===== src/rtl/dma_rdy_pkg.sv =====
package dma_rdy_pkg;

  typedef enum logic {
    XFER_SINGLE = 1'b0,
    XFER_BURST  = 1'b1
  } xfer_mode_e;

  localparam int unsigned THR_CODE0 = 1;
  localparam int unsigned THR_CODE1 = 4;
  localparam int unsigned THR_CODE2 = 8;
  localparam int unsigned THR_CODE3 = 14;

endpackage


===== src/rtl/dma_rdy_mode_dec.sv =====
module dma_rdy_mode_dec
  import dma_rdy_pkg::*;
(
  input  logic       q_enable,
  input  logic       burst_sel,
  output xfer_mode_e mode
);

  // Burst style needs both bits; everything else falls back to single.
  always_comb begin
    if (q_enable && burst_sel) mode = XFER_BURST;
    else                       mode = XFER_SINGLE;
  end

endmodule


===== src/rtl/dma_rdy_rx.sv =====
module dma_rdy_rx
  import dma_rdy_pkg::*;
#(
  parameter int unsigned DEPTH = 16,
  localparam int unsigned CNT_W = $clog2(DEPTH + 1)
) (
  input  logic             clk,
  input  logic             rst_n,
  input  logic             burst,
  input  logic [1:0]       thr_sel,
  input  logic [CNT_W-1:0] level,
  input  logic             timeout,
  output logic             dreq_n
);

  logic [CNT_W-1:0] thr_lvl;
  logic             empty;
  logic             at_thr;
  logic             hold_d;
  logic             hold_q;

  always_comb begin
    case (thr_sel)
      2'd0:    thr_lvl = CNT_W'(THR_CODE0);
      2'd1:    thr_lvl = CNT_W'(THR_CODE1);
      2'd2:    thr_lvl = CNT_W'(THR_CODE2);
      default: thr_lvl = CNT_W'(THR_CODE3);
    endcase
  end

  assign empty  = (level == '0);
  assign at_thr = (level >= thr_lvl);

  // Set/clear latch for burst style; parked inactive outside it.
  always_comb begin
    hold_d = hold_q;
    if (!burst)                   hold_d = 1'b1;
    else if (empty)               hold_d = 1'b1;
    else if (at_thr || timeout)   hold_d = 1'b0;
  end

  always_ff @(posedge clk or negedge rst_n) begin
    if (!rst_n) hold_q <= 1'b1;
    else        hold_q <= hold_d;
  end

  assign dreq_n = burst ? hold_q : empty;

  assert_rx_thr_set_R4: assert property (@(posedge clk) disable iff (!rst_n)
    (burst && at_thr && !empty) |=> (!burst || !hold_q));

  assert_rx_tmo_set_R5: assert property (@(posedge clk) disable iff (!rst_n)
    (burst && timeout && !empty) |=> (!burst || !hold_q));

  assert_rx_hold_R6: assert property (@(posedge clk) disable iff (!rst_n)
    (burst && !empty && !at_thr && !timeout) |=> (!burst || hold_q == $past(hold_q)));

  assert_rx_clear_R7: assert property (@(posedge clk) disable iff (!rst_n)
    empty |=> hold_q);

endmodule


===== src/rtl/dma_rdy_tx.sv =====
module dma_rdy_tx
  import dma_rdy_pkg::*;
#(
  parameter int unsigned DEPTH = 16,
  localparam int unsigned CNT_W = $clog2(DEPTH + 1)
) (
  input  logic             clk,
  input  logic             rst_n,
  input  logic             burst,
  input  logic [CNT_W-1:0] level,
  output logic             dreq_n
);

  logic empty;
  logic full;
  logic hold_d;
  logic hold_q;

  assign empty = (level == '0);
  assign full  = (level == CNT_W'(DEPTH));

  always_comb begin
    hold_d = hold_q;
    if (!burst)     hold_d = 1'b1;
    else if (full)  hold_d = 1'b1;
    else if (empty) hold_d = 1'b0;
  end

  always_ff @(posedge clk or negedge rst_n) begin
    if (!rst_n) hold_q <= 1'b1;
    else        hold_q <= hold_d;
  end

  assign dreq_n = burst ? hold_q : !empty;

  assert_tx_set_R9: assert property (@(posedge clk) disable iff (!rst_n)
    (burst && empty) |=> (!burst || !hold_q));

  assert_tx_full_R10: assert property (@(posedge clk) disable iff (!rst_n)
    full |=> hold_q);

  assert_tx_hold_R10: assert property (@(posedge clk) disable iff (!rst_n)
    (burst && !empty && !full) |=> (!burst || hold_q == $past(hold_q)));

endmodule


===== src/rtl/dma_rdy_gen.sv =====
module dma_rdy_gen
  import dma_rdy_pkg::*;
#(
  parameter int unsigned DEPTH = 16,
  localparam int unsigned CNT_W = $clog2(DEPTH + 1)
) (
  input  logic             clk,
  input  logic             rst_n,
  input  logic             q_enable,
  input  logic             burst_sel,
  input  logic [1:0]       rx_thr_sel,
  input  logic [CNT_W-1:0] rx_level,
  input  logic [CNT_W-1:0] tx_level,
  input  logic             rx_timeout,
  output logic             rx_dreq_n,
  output logic             tx_dreq_n
);

  xfer_mode_e mode;
  logic       burst;
  logic       rx_raw_n;
  logic       tx_raw_n;
  logic       armed_d;
  logic       armed_q;

  dma_rdy_mode_dec u_mode (
    .q_enable  (q_enable),
    .burst_sel (burst_sel),
    .mode      (mode)
  );

  assign burst = (mode == XFER_BURST);

  dma_rdy_rx #(.DEPTH(DEPTH)) u_rx (
    .clk     (clk),
    .rst_n   (rst_n),
    .burst   (burst),
    .thr_sel (rx_thr_sel),
    .level   (rx_level),
    .timeout (rx_timeout),
    .dreq_n  (rx_raw_n)
  );

  dma_rdy_tx #(.DEPTH(DEPTH)) u_tx (
    .clk    (clk),
    .rst_n  (rst_n),
    .burst  (burst),
    .level  (tx_level),
    .dreq_n (tx_raw_n)
  );

  // Outputs stay quiet until the first edge after reset release.
  assign armed_d = 1'b1;

  always_ff @(posedge clk or negedge rst_n) begin
    if (!rst_n) armed_q <= 1'b0;
    else        armed_q <= armed_d;
  end

  assign rx_dreq_n = armed_q ? rx_raw_n : 1'b1;
  assign tx_dreq_n = armed_q ? tx_raw_n : 1'b1;

  assert_quiet_R11: assert property (@(posedge clk) disable iff (!rst_n)
    !armed_q |-> (rx_dreq_n && tx_dreq_n));

  assert_single_rx_R2: assert property (@(posedge clk) disable iff (!rst_n)
    (armed_q && !(q_enable && burst_sel)) |-> (rx_dreq_n == (rx_level == '0)));

  assert_single_tx_R3: assert property (@(posedge clk) disable iff (!rst_n)
    (armed_q && !(q_enable && burst_sel)) |-> (tx_dreq_n == (tx_level != '0)));

  assert_entry_R12: assert property (@(posedge clk) disable iff (!rst_n)
    (burst && !$past(burst)) |-> (rx_dreq_n && tx_dreq_n));

endmodule


===== config.mk =====
export PLATFORM = sky130hd
export DESIGN_NAME = dma_rdy_gen
export DESIGN_NICKNAME = d
export VERILOG_FILES = /design/src/rtl/dma_rdy_pkg.sv /design/src/rtl/dma_rdy_mode_dec.sv /design/src/rtl/dma_rdy_rx.sv /design/src/rtl/dma_rdy_tx.sv /design/src/rtl/dma_rdy_gen.sv
export SDC_FILE = /design/constraint.sdc
export NUM_CORES = 1
export LEC_CHECK = 0
export ABC_CLOCK_PERIOD_IN_PS = 1100
export BUFFER_PORTS_ARGS = -buffer_cell sky130_fd_sc_hd__buf_2
export CORE_AREA = 2 2 39 41
export CTS_CLUSTER_DIAMETER = 150
export DETAILED_ROUTE_END_ITERATION = 10
export DIE_AREA = 0 0 41 43
export MAX_ROUTING_LAYER = met4
export SYNTH_ARGS = -nofsm -noshare
export SYNTH_HDL_FRONTEND = slang
export SYNTH_SLANG_ARGS = --single-unit

===== constraint.sdc =====
create_clock -name clk -period 1.1 [get_ports clk]
set_input_delay 0.165 -clock clk [delete_from_list [all_inputs] [get_ports clk]]
set_output_delay 0.165 -clock clk [all_outputs]
set_load 0.005 [all_outputs]

# After elaboration in Yosys (flattened, before gate mapping)
# Index checks and enable logic that the tools add are counted.
# word_totals
in_bits	17
ff_bits	3
output_inout_bits	2
word_cells	27
# op_classes
eq_ne	5
order_cmp	1
n_reduce_logical	6
muxes	12
# ops
cell	count
4-bit one-hot mux with 3 select lines	1
1-bit two-way mux	11
5-bit zero test	2
5-bit == test (second input constant)	1
5-bit by 4-bit greater-or-equal comparator with 1-bit output	1
3-bit by 1-bit != test with 1-bit output (second input constant)	1
3-bit != test (second input constant)	1
2-bit by 1-bit == test with 1-bit output (second input constant)	1
2-bit == test (second input constant)	1
2-bit zero test	1
1-bit logical AND	1
1-bit zero test	1
1-bit logical OR	1

# Longest topological paths before layout
# Gate-level depths: netlist of run 1.
# depth
ltp_word	7
mapped_depth	6
ltp_nobuf	6

# Cells and area by module
# From an unflattened synthesis of run 1, not the netlist that was laid out.
# hier_totals
cells_unflattened	32
hier_area_um2	277.8
# by_module_without_submodules
mod	instances	area_each_um2	cells_per_inst	seq_area_each_um2
dma_rdy_rx	1	151.4	20	26.3
dma_rdy_tx	1	78.8	7	26.3
dma_rdy_gen	1	41.3	4	25.0
dma_rdy_mode_dec	1	6.3	1	0.0

# Least setup slack after synthesis of run 1
# OpenSTA, ideal clock, no wires.
# synth_path
path_kind	in2out
start	input port tx_level[1]
end	output port tx_dreq_n
setup_slack_ns	0.021
stages	3
n_path_buf	0
arrival_time_ns	0.914
t_required_ns	0.935
path_cell_list	or4_4 nor3_1 o21ai_0
# synth_via
elab_chain_cells	4
# synth_rtl
item	line	rtl
from (decl)	dma_rdy_gen.sv:13	input logic [CNT_W-1:0] tx_level,
5-bit zero test	dma_rdy_tx.sv:19	assign empty = (level == '0);
1-bit zero test	dma_rdy_tx.sv:34	assign dreq_n = burst ? hold_q : !empty;
1-bit two-way mux	dma_rdy_tx.sv:34	
1-bit two-way mux	dma_rdy_gen.sv:61	assign tx_dreq_n = armed_q ? tx_raw_n : 1'b1;
to (decl)	dma_rdy_gen.sv:16	output logic tx_dreq_n
# No other way between the ends.

# Final worst setup path of run 1
# Ends and elaborated chain as after synthesis.

==> out/qor.csv, run 1 <==
metric,value,unit
status,"finished, violations left",
failing checks,negative setup slack,
"Period Utilization, post-route",1.15,
"Core Util, Final",0.312,
# setup viols final,2,
full die area,1760,um2
PD cells,916,nW/um2
Hold Fails Final Rpt,0,
via total after detailed routing,298,
filler instances,158,
IO Pins,19,
vias in the first global route,261,
r2r endpoint,u_rx.hold_q,
clk_skew,0,ns
Core Region,1380,um2
largest net degree at the start of global routing,7,
Post-Synthesis Cell Area,259,um2
first-pass GRT wire length,897,um
CTS tree,done,
post-synth cell types,18,
Worst EP arrival,1.10,ns
clk root buf,clkbuf_4,
Hold Path Class,in -> reg,
final slew viol count,0,
Tmin final,1.26,ns
critical path capture point type,output pin,
hold depth,3,
Worst setup SP type,input port,
antenna violations before repair,0,
Die Wd,41,um
post-synth top area cell,dfstp_2,
"top cells by area, synth","dfstp_2, ha_1, dfrtp_1",
RSZ-0062 raised after global routing,true,
Worst EP required,0.94,ns
Ys Warns,0,
FF-to-FF setup slack,0.12,ns
Row Count,14,
DR pass1 iterations,4,
wire per inst,7.85,um
WL final,565,um
GP Congestion,0.644,
Setup CP Type,in -> out,
H-tree Lvls,1,
NumNets Final,78,
Hold EP,u_tx.hold_q,
Vias/cell,4.14,
Skew-Pair Late Insertion Delay,0.23,ns
post-DP HPWL,507,um
Routed Antenna Nets,0,
worst reg2reg path startpoint,u_rx.hold_q,
Max rail drop VDD,0.244,mV
synthesis-to-layout area growth,66.7,%
Inserted Clock Buffers,3,
diode count,0,
CTS sink cnt,3,
clock buffer depth,2,
Design Power,395,uW
Yosys reg bits,3,
Port Buffers,18,
leakage,0.219,nW
CP max FO,2,
syn_area_per_cell,8.35,um2
post-CTS setup buffer count,0,
top cell type's share of synthesized area,0.203,
instance count of the mapped netlist,31,
maxcap violations,0,
Worst Slack Setup Final,-0.160,ns
"Seq/Total Area, Yosys",0.300,
Syn Nets,52,
gr ovfl total,0,
gr usage total,0.0826,
fmax,0.794,GHz
initial core utilization,0.187,
drc violations,0,
layout cells sized above 1,0.482,
Hold Path Origin,tx_level[4],
Die H,43,um
Starting DRT DRC Count,1,
Worst-path clk slew,0.04,ns
Worst Reg-to-Reg Cells,3,
-- registers in the layout (all words and copies together) (netlist names) --
register     count
armed_q          1
u_rx.hold_q      1
u_tx.hold_q      1
-- cells in the mapped netlist --
library cell,instances
conb_1,1
dfrtp_1,1
nor4b_1,1
mux2i_1,1
o21ai_0,3
or4_4,1
nor2b_1,1
dfstp_2,2
nor2_1,2
a211oi_1,1
nand2_1,4
nor3_1,2
inv_1,3
o211ai_1,1
nand2b_1,1
nand3_1,1
ha_1,4
and2_0,1
-- through the flow --
step	setup slack [ns]	cell area [um2]	hold WS (ns)	setup TNS, ns	instances
floorplan	0.0210	259	-0.131	0	31
finish	-0.160	432	0.189	-0.244	72
global placement	-0.211	384	-0.0381	-0.347	67
detailed placement	-0.220	384	-0.0370	-0.349	67
global route	-0.193	432	0.220	-0.328	72
CTS	-0.174	432	0.189	-0.280	72
-- per-layer routing --
metal  up-vias  wire length, um  GRT usage  part of all wire
li1        157                -          -                 -
met3         0               76     0.0314              0.13
met5         -                0          -                 0
met4         0                0     0.0800                 0
met2        13              280      0.119              0.50
met1       128              209     0.0782              0.37
-- layout by cell type, fill, tap and decap left out, drive strengths merged, types with 2 or more instances in the layout --
| master | count |
|---|---|
| nor2 | 2 |
| buf | 20 |
| ha | 4 |
| clkbuf | 4 |
| inv | 3 |
| nor3 | 2 |
| dfstp | 2 |
| nand2 | 4 |
| o21ai | 3 |
-- cell families after synthesis --
group | synth area share
mux | 0.0386
simple gates | 0.295
fa+ha+maj | 0.193
other cells | 0.0145
compound gates | 0.116
buf+inv | 0.0435
flops | 0.299
-- where the power goes --
part	internal [mW]	leakage, nW	switching [mW]
sequential	0.117	0.0327	0.00198
combinational	0.0503	0.172	0.0348
clock	0.136	0.0150	0.0550
-- timing repair --
item	4_1_cts	5_1_grt
endpoints found under the setup margin	2	2
hold buffers	1	0
hold endpoints to repair	3	0
resized for setup	3	0
pin swaps	0	1
-- worst max-delay path: stages --
cell and delay (ns):
buf_6 0.09, or4_4 0.54, nor3_2 0.12, o21ai_1 0.07
buf_2 0.12
-- how the worst max path moves through the flow --
| stage | slack (ns) | to | cells past startpoint | from |
|---|---|---|---|---|
| global placement | -0.21 | tx_dreq_n | 5 | tx_level[1] |
| global route | -0.19 | tx_dreq_n | 5 | tx_level[1] |
| floorplan | 0.02 | tx_dreq_n | 3 | tx_level[1] |
| finish | -0.16 | tx_dreq_n | 5 | tx_level[1] |
| CTS | -0.17 | tx_dreq_n | 5 | tx_level[1] |
| detailed placement | -0.22 | tx_dreq_n | 5 | tx_level[1] |
-- final cells by class --
cell class | instances | area (um2) | area share
Inverter | 3 | 11.3 | 0.0261
Clock buffer | 4 | 26.3 | 0.0609
Tap cell | 16 | 20.0 | 0.0464
Timing Repair Buffer | 21 | 121 | 0.281
Multi-Input combinational cell | 25 | 175 | 0.406
Sequential cell | 3 | 77.6 | 0.180
Power figures use the tool's default switching activity.
==> run 2: changes to the inputs <==
==> constraint.sdc (replaced) <==
create_clock -name clk -period 1.1 [get_ports clk]
set_input_delay 0.11 -clock clk [delete_from_list [all_inputs] [get_ports clk]]
set_output_delay 0.11 -clock clk [all_outputs]
set_load 0.005 [all_outputs]
==> run 2 against run 1 <==
Effect of this change: the run still ends with negative setup slack left; non-clock buffer count did not move; flip-flop and latch count did not move; combinational power barely moved; wire length rose by 0.35%; via count did not move; first-iteration DRC count did not move; global-route usage did not move; clock power barely moved; maximum frequency rose by 8.2%; clock skew did not move; die area did not move; largest power group unchanged.
==> out/qor.csv, run 2 (synthesis gave the netlist of run 1 again) <==
metric,value,unit,change
status,"finished, violations left",,unchanged
failing checks,negative setup slack,,unchanged
"delay-heaviest family, CP",simple AND/OR/NAND/NOR gates,,unchanged
Worst Slack Setup Final,-0.0641,ns,was -0.160 ns
Vias/cell,4.14,,unchanged
Worst-path clk slew,0.04,ns,about the same
Post-Place Cells,67,,unchanged
Die H,43,um,unchanged
Tmin final,1.16,ns,was 1.26 ns
gr usage total,0.0826,,unchanged
CTS sink cnt,3,,unchanged
dpl ws,-0.110,ns,was -0.220 ns
"commonest cells after routing, fill and taps aside","buf_2, nand2_1, ha_1",,unchanged
Routed Antenna Nets,0,,unchanged
DP Area,384,um2,unchanged
Inserted Clock Buffers,3,,unchanged
via total after detailed routing,298,,unchanged
"Period Utilization, post-route",1.06,,was 1.15
Core Region,1380,um2,unchanged
full die area,1760,um2,unchanged
WL final,567,um,was 565 um
Worst EP arrival,1.05,ns,was 1.10 ns
maxcap violations,0,,unchanged
clock buffer depth,2,,unchanged
H-tree Lvls,1,,unchanged
diode count,0,,unchanged
combinational fraction of design power,0.215,,about the same
CP bufs+invs,2,,unchanged
Hold Fails Final Rpt,0,,unchanged
synthesis-to-layout area growth,66.7,%,unchanged
Port Buffers,18,,unchanged
# setup viols final,2,,unchanged
NumNets Final,78,,unchanged
GP Congestion,0.644,,unchanged
CP max FO,2,,unchanged
Worst EP required,0.99,ns,was 0.94 ns
sw frac,0.232,,about the same
Worst setup SP type,input port,,unchanged
final setup TNS,-0.0930,ns,was -0.244 ns
critical path capture point type,output pin,,unchanged
Net Sw Power,91.8,uW,about the same
DR pass1 iterations,4,,unchanged
PD cells,916,nW/um2,about the same
layout cells sized above 1,0.482,,unchanged
Die Wd,41,um,unchanged
CP max-delay cell,or4_4,,unchanged
Max rail drop VDD,0.244,mV,unchanged
antenna violations before repair,0,,unchanged
gr ovfl total,0,,unchanged
critical path cell sequence,buf_6 > or4_4 > nor3_2 > o21ai_1 > buf_2,,unchanged
Row Count,14,,unchanged
Final Cell Area,432,um2,unchanged
Starting DRT DRC Count,1,,unchanged
wire per inst,7.88,um,was 7.85 um
drc violations,0,,unchanged
initial core utilization,0.187,,unchanged
clk root buf,clkbuf_4,,unchanged
vias in the first global route,261,,unchanged
IO Pins,19,,unchanged
Setup CP Type,in -> out,,unchanged
final slew viol count,0,,unchanged
Skew-Pair Late Insertion Delay,0.23,ns,about the same
Max stage delay on crit path,0.54,ns,about the same
post-DP HPWL,507,um,unchanged
Flop pwr share,0.302,,about the same
Design Power,395,uW,about the same
largest net degree at the start of global routing,7,,unchanged
biggest regs,"armed_q: 1 flops, u_rx.hold_q: 1 flops, u_tx.hold_q: 1 flops",,unchanged
fmax,0.859,GHz,was 0.794 GHz
Non-Filler Instances,72,,unchanged
CTS tree,done,,unchanged
clock power share,0.483,,about the same
"commonest non-fill, non-tap cell in the layout",buf_2,,unchanged
leakage,0.219,nW,about the same
Hold Path Class,in -> reg,,unchanged
clk_skew,0,ns,unchanged
first-pass GRT wire length,897,um,unchanged
post-CTS setup buffer count,0,,unchanged
internal power,304,uW,about the same
RSZ-0062 raised after global routing,true,,unchanged
==> run 2: cell counts in the layout (fill, tap and decap cells not counted) <==
No cell type changed its count.
==> run 2: metrics by stage <==
step / utilization / hold WS, ns
final: 0.312 / 0.134
after global routing: 0.312 / 0.165
after CTS: 0.312 / 0.134
after detailed placement: 0.278 / -0.0920
after global placement: 0.278 / -0.0931
after floorplan: - / -0.186
==> run 2: final cells by class <==
class,count,area [um2]
clock buffers,4,26.3
multi-input cells,25,175
flip-flops and latches,3,77.6
inverters,3,11.3
well taps,16,20.0
fillers,158,952
repair buffers,21,121
==> run 2: final timing paths <==
kind                               endpoint  depth (start not counted)   startpoint  slack, ns
worst max-delay path              tx_dreq_n                          5  tx_level[1]      -0.06
worst min register to register  u_tx.hold_q                          2  u_tx.hold_q       0.56
worst max register to register  u_rx.hold_q                          3  u_rx.hold_q       0.12
min in group asynchronous           armed_q                          2        rst_n       0.20
max in group asynchronous       u_rx.hold_q                          2        rst_n       0.71
worst min-delay path            u_tx.hold_q                          3  tx_level[4]       0.13
==> run 2: power by group through the flow <==
stage	clock network [mW]	registers (mW)	logic [mW]
5_1_grt	0.203	0.120	0.0988
3_3_place_gp	0	0.121	0.0782
6_report	0.191	0.119	0.0851
4_1_cts	0.199	0.120	0.0869
3_5_place_dp	0	0.121	0.0808
2_1_floorplan	0	0.120	0.0327
==> run 2: worst reg2reg max path: stages (launching register included) <==
cell and delay, ns:
dfstp_2 0.51, nor4b_1 0.19, o21ai_0 0.12, nand3_1 0.09
==> run 2: routing by layer <==
| metal | GRT usage | share of wire | vias to the layer above |
|---|---|---|---|
| met4 | 0.0800 | 0 | 0 |
| li1 | - | - | 157 |
| met1 | 0.0782 | 0.37 | 128 |
| met2 | 0.119 | 0.49 | 13 |
| met3 | 0.0314 | 0.13 | 0 |
| met5 | - | 0 | - |
==> run 2: what timing repair did <==
item	4_1_cts	5_1_grt
endpoints found under the hold margin	3	0
resized for setup	3	0
setup endpoints to repair	2	2
hold buffers	1	0
gates cloned	0	0
pin swaps	0	2
==> run 3: changes to the inputs <==
- BUFFER_PORTS_ARGS: -buffer_cell sky130_fd_sc_hd__buf_2 -> -buffer_cell sky130_fd_sc_hd__buf_4
- HOLD_SLACK_MARGIN: default -> 0.02
- SLEW_MARGIN: default -> 10
==> run 3 against run 2 <==
Effect of this change: the flow still finishes with violations (negative setup slack); sequential share of layout area is 1.7 points lower; register-to-register slack improved by 0.02 ns; maximum frequency rose by 0.71%; clock power is 4% lower; wire length is 2.8% lower; setup slack better by 0.0082 ns; clock skew did not move; count of clock-buffer cells in the layout did not move; power increased by 2.5%; cell count stayed put; largest power group unchanged.
==> out/qor.csv, run 3 (synthesis gave the netlist of run 1 again) <==
metric,value,unit,change
FF-to-FF setup slack,0.14,ns,was 0.12 ns
layout cells sized above 1,0.482,,unchanged
full die area,1760,um2,unchanged
Tmin final,1.16,ns,about the same
gr ovfl total,0,,unchanged
leakage,0.236,nW,was 0.219 nW
post-CTS setup buffer count,0,,unchanged
GP Congestion,0.661,,was 0.644
Die H,43,um,unchanged
Register Area,77.6,um2,unchanged
DR pass1 iterations,2,,was 4
IO Pins,19,,unchanged
met1 Use GR,0.0680,,was 0.0782
Worst-path clk slew,0.03,ns,was 0.04 ns
hold depth,3,,unchanged
Routed Antenna Nets,0,,unchanged
Skew-Pair Late Insertion Delay,0.22,ns,was 0.23 ns
Worst Reg-to-Reg Cells,3,,unchanged
Worst EP arrival,1.05,ns,about the same
post-DP HPWL,483,um,was 507 um
Core Region,1380,um2,unchanged
"commonest cells after routing, fill and taps aside","buf_4, nand2_1, ha_1",,"was buf_2, nand2_1, ha_1"
gr busiest metal,met2,,unchanged
via total after detailed routing,296,,was 298
WL final,551,um,was 567 um
first-pass GRT wire length,945,um,was 897 um
Worst EP required,0.99,ns,about the same
clk root buf,clkbuf_4,,unchanged
Starting DRT DRC Count,2,,was 1
clock buffer depth,2,,unchanged
"commonest non-fill, non-tap cell in the layout",buf_4,,was buf_2
Worst Slack Setup Final,-0.0559,ns,was -0.0641 ns
Final Cell Area,478,um2,was 432 um2
H-tree Lvls,1,,unchanged
r2r endpoint,u_rx.hold_q,,unchanged
filler instances,144,,was 158
"Core Util, Final",0.345,,was 0.312
Worst setup SP type,input port,,unchanged
GR Util met2,0.141,,was 0.119
NumNets Final,78,,unchanged
RSZ-0062 raised after global routing,true,,unchanged
Inserted Clock Buffers,3,,unchanged
Die Wd,41,um,unchanged
antenna violations before repair,0,,unchanged
status,"finished, violations left",,unchanged
CTS tree,done,,unchanged
synthesis-to-layout area growth,84.5,%,was 66.7%
diode count,0,,unchanged
CP max FO,2,,unchanged
Hold EP,u_tx.hold_q,,unchanged
PD cells,848,nW/um2,was 916 nW/um2
worst reg2reg path startpoint,u_rx.hold_q,,unchanged
dpl ws,-0.139,ns,was -0.110 ns
vias in the first global route,288,,was 261
clk_skew,0,ns,unchanged
# setup viols final,2,,unchanged
Row Count,14,,unchanged
M3 GR Usage,0.0314,,unchanged
gr usage total,0.0835,,was 0.0826
wire per inst,7.65,um,was 7.88 um
maxcap violations,0,,unchanged
DP Area,429,um2,was 384 um2
largest net degree at the start of global routing,7,,unchanged
final slew viol count,0,,unchanged
CP max-delay cell,or4_4,,unchanged
biggest regs,"armed_q: 1 flops, u_rx.hold_q: 1 flops, u_tx.hold_q: 1 flops",,unchanged
Hold Path Origin,tx_level[4],,unchanged
CTS sink cnt,3,,unchanged
Vias/cell,4.11,,was 4.14
Hold Fails Final Rpt,0,,unchanged
drc violations,0,,unchanged
area of the multi-input gates,175,um2,unchanged
Hold Path Class,in -> reg,,unchanged
fmax,0.865,GHz,was 0.859 GHz
initial core utilization,0.187,,unchanged
failing checks,negative setup slack,,unchanged
Max rail drop VDD,0.441,mV,was 0.244 mV
critical path cell sequence,buf_6 > or4_4 > nor3_2 > o21ai_1 > buf_4,,was buf_6 > or4_4 > nor3_2 > o21ai_1 > buf_2
critical path capture point type,output pin,,unchanged
Setup CP Type,in -> out,,unchanged
Max stage delay on crit path,0.54,ns,about the same
Port Buffers,18,,unchanged
"Period Utilization, post-route",1.05,,was 1.06
==> run 3: cell counts in the layout (fill, tap and decap cells not counted) <==
Identical to the previous run, type by type.
==> run 3: how the worst max path moves through the flow <==
| stage | cells after the start | slack (ns) | from | to |
|---|---|---|---|---|
| 2_1_floorplan | 6 | 0.11 | rx_thr_sel[0] | u_rx.hold_q |
| 3_3_place_gp | 5 | -0.13 | tx_level[1] | tx_dreq_n |
| 3_5_place_dp | 5 | -0.14 | tx_level[1] | tx_dreq_n |
| 4_1_cts | 5 | -0.08 | tx_level[1] | tx_dreq_n |
| 5_1_grt | 5 | -0.09 | tx_level[1] | tx_dreq_n |
| 6_report | 5 | -0.06 | tx_level[1] | tx_dreq_n |
==> run 3: what timing repair did <==
| item | CTS | global route |
|---|---|---|
| pin swaps | 1 | 0 |
| gates resized for setup | 4 | 0 |
| endpoints found under the hold margin | 3 | 0 |
| hold buffers | 1 | 0 |
| endpoints found under the setup margin | 2 | 2 |
==> run 3: power by group <==
part           leakage [nW]  internal, mW  total, mW  switching (mW)
clock network        0.0150         0.135      0.184          0.0483
registers            0.0327         0.118      0.120         0.00207
logic                 0.189        0.0673      0.102          0.0347
total                 0.236         0.320      0.405          0.0850
==> run 3: per-layer routing <==
| layer | part of all wire | vias up | wire [um] |
|---|---|---|---|
| met5 | 0 | - | 0 |
| met4 | 0 | 0 | 0 |
| met3 | 0.12 | 0 | 65 |
| met2 | 0.52 | 13 | 284 |
| met1 | 0.36 | 126 | 200 |
| li1 | - | 157 | - |
==> run 3: stage by stage <==
stage / cells / hold WS, ns / TNS (ns) / power [mW]
floorplan: 31 / -0.186 / 0 / 0.153
global route: 72 / 0.145 / -0.171 / 0.437
detailed placement: 67 / -0.0993 / -0.222 / 0.218
finish: 72 / 0.130 / -0.0665 / 0.405
CTS: 72 / 0.124 / -0.102 / 0.412
global placement: 67 / -0.100 / -0.214 / 0.217
==> run 3: worst max-delay path, delay by kind of cell <==
family / cells / cell delay (ns)
and+or+nand+nor: 2 / 0.65
buffers and inverters: 2 / 0.22
AOI/OAI and AO/OA: 1 / 0.07
==> run 3: area by class of cell <==
type                       count  area share
timing repair buffer          21       0.351
tap                           16      0.0419
sequential                     3       0.162
multi-input combinational     25       0.366
inverter                       3      0.0236
clock buffer                   4      0.0550
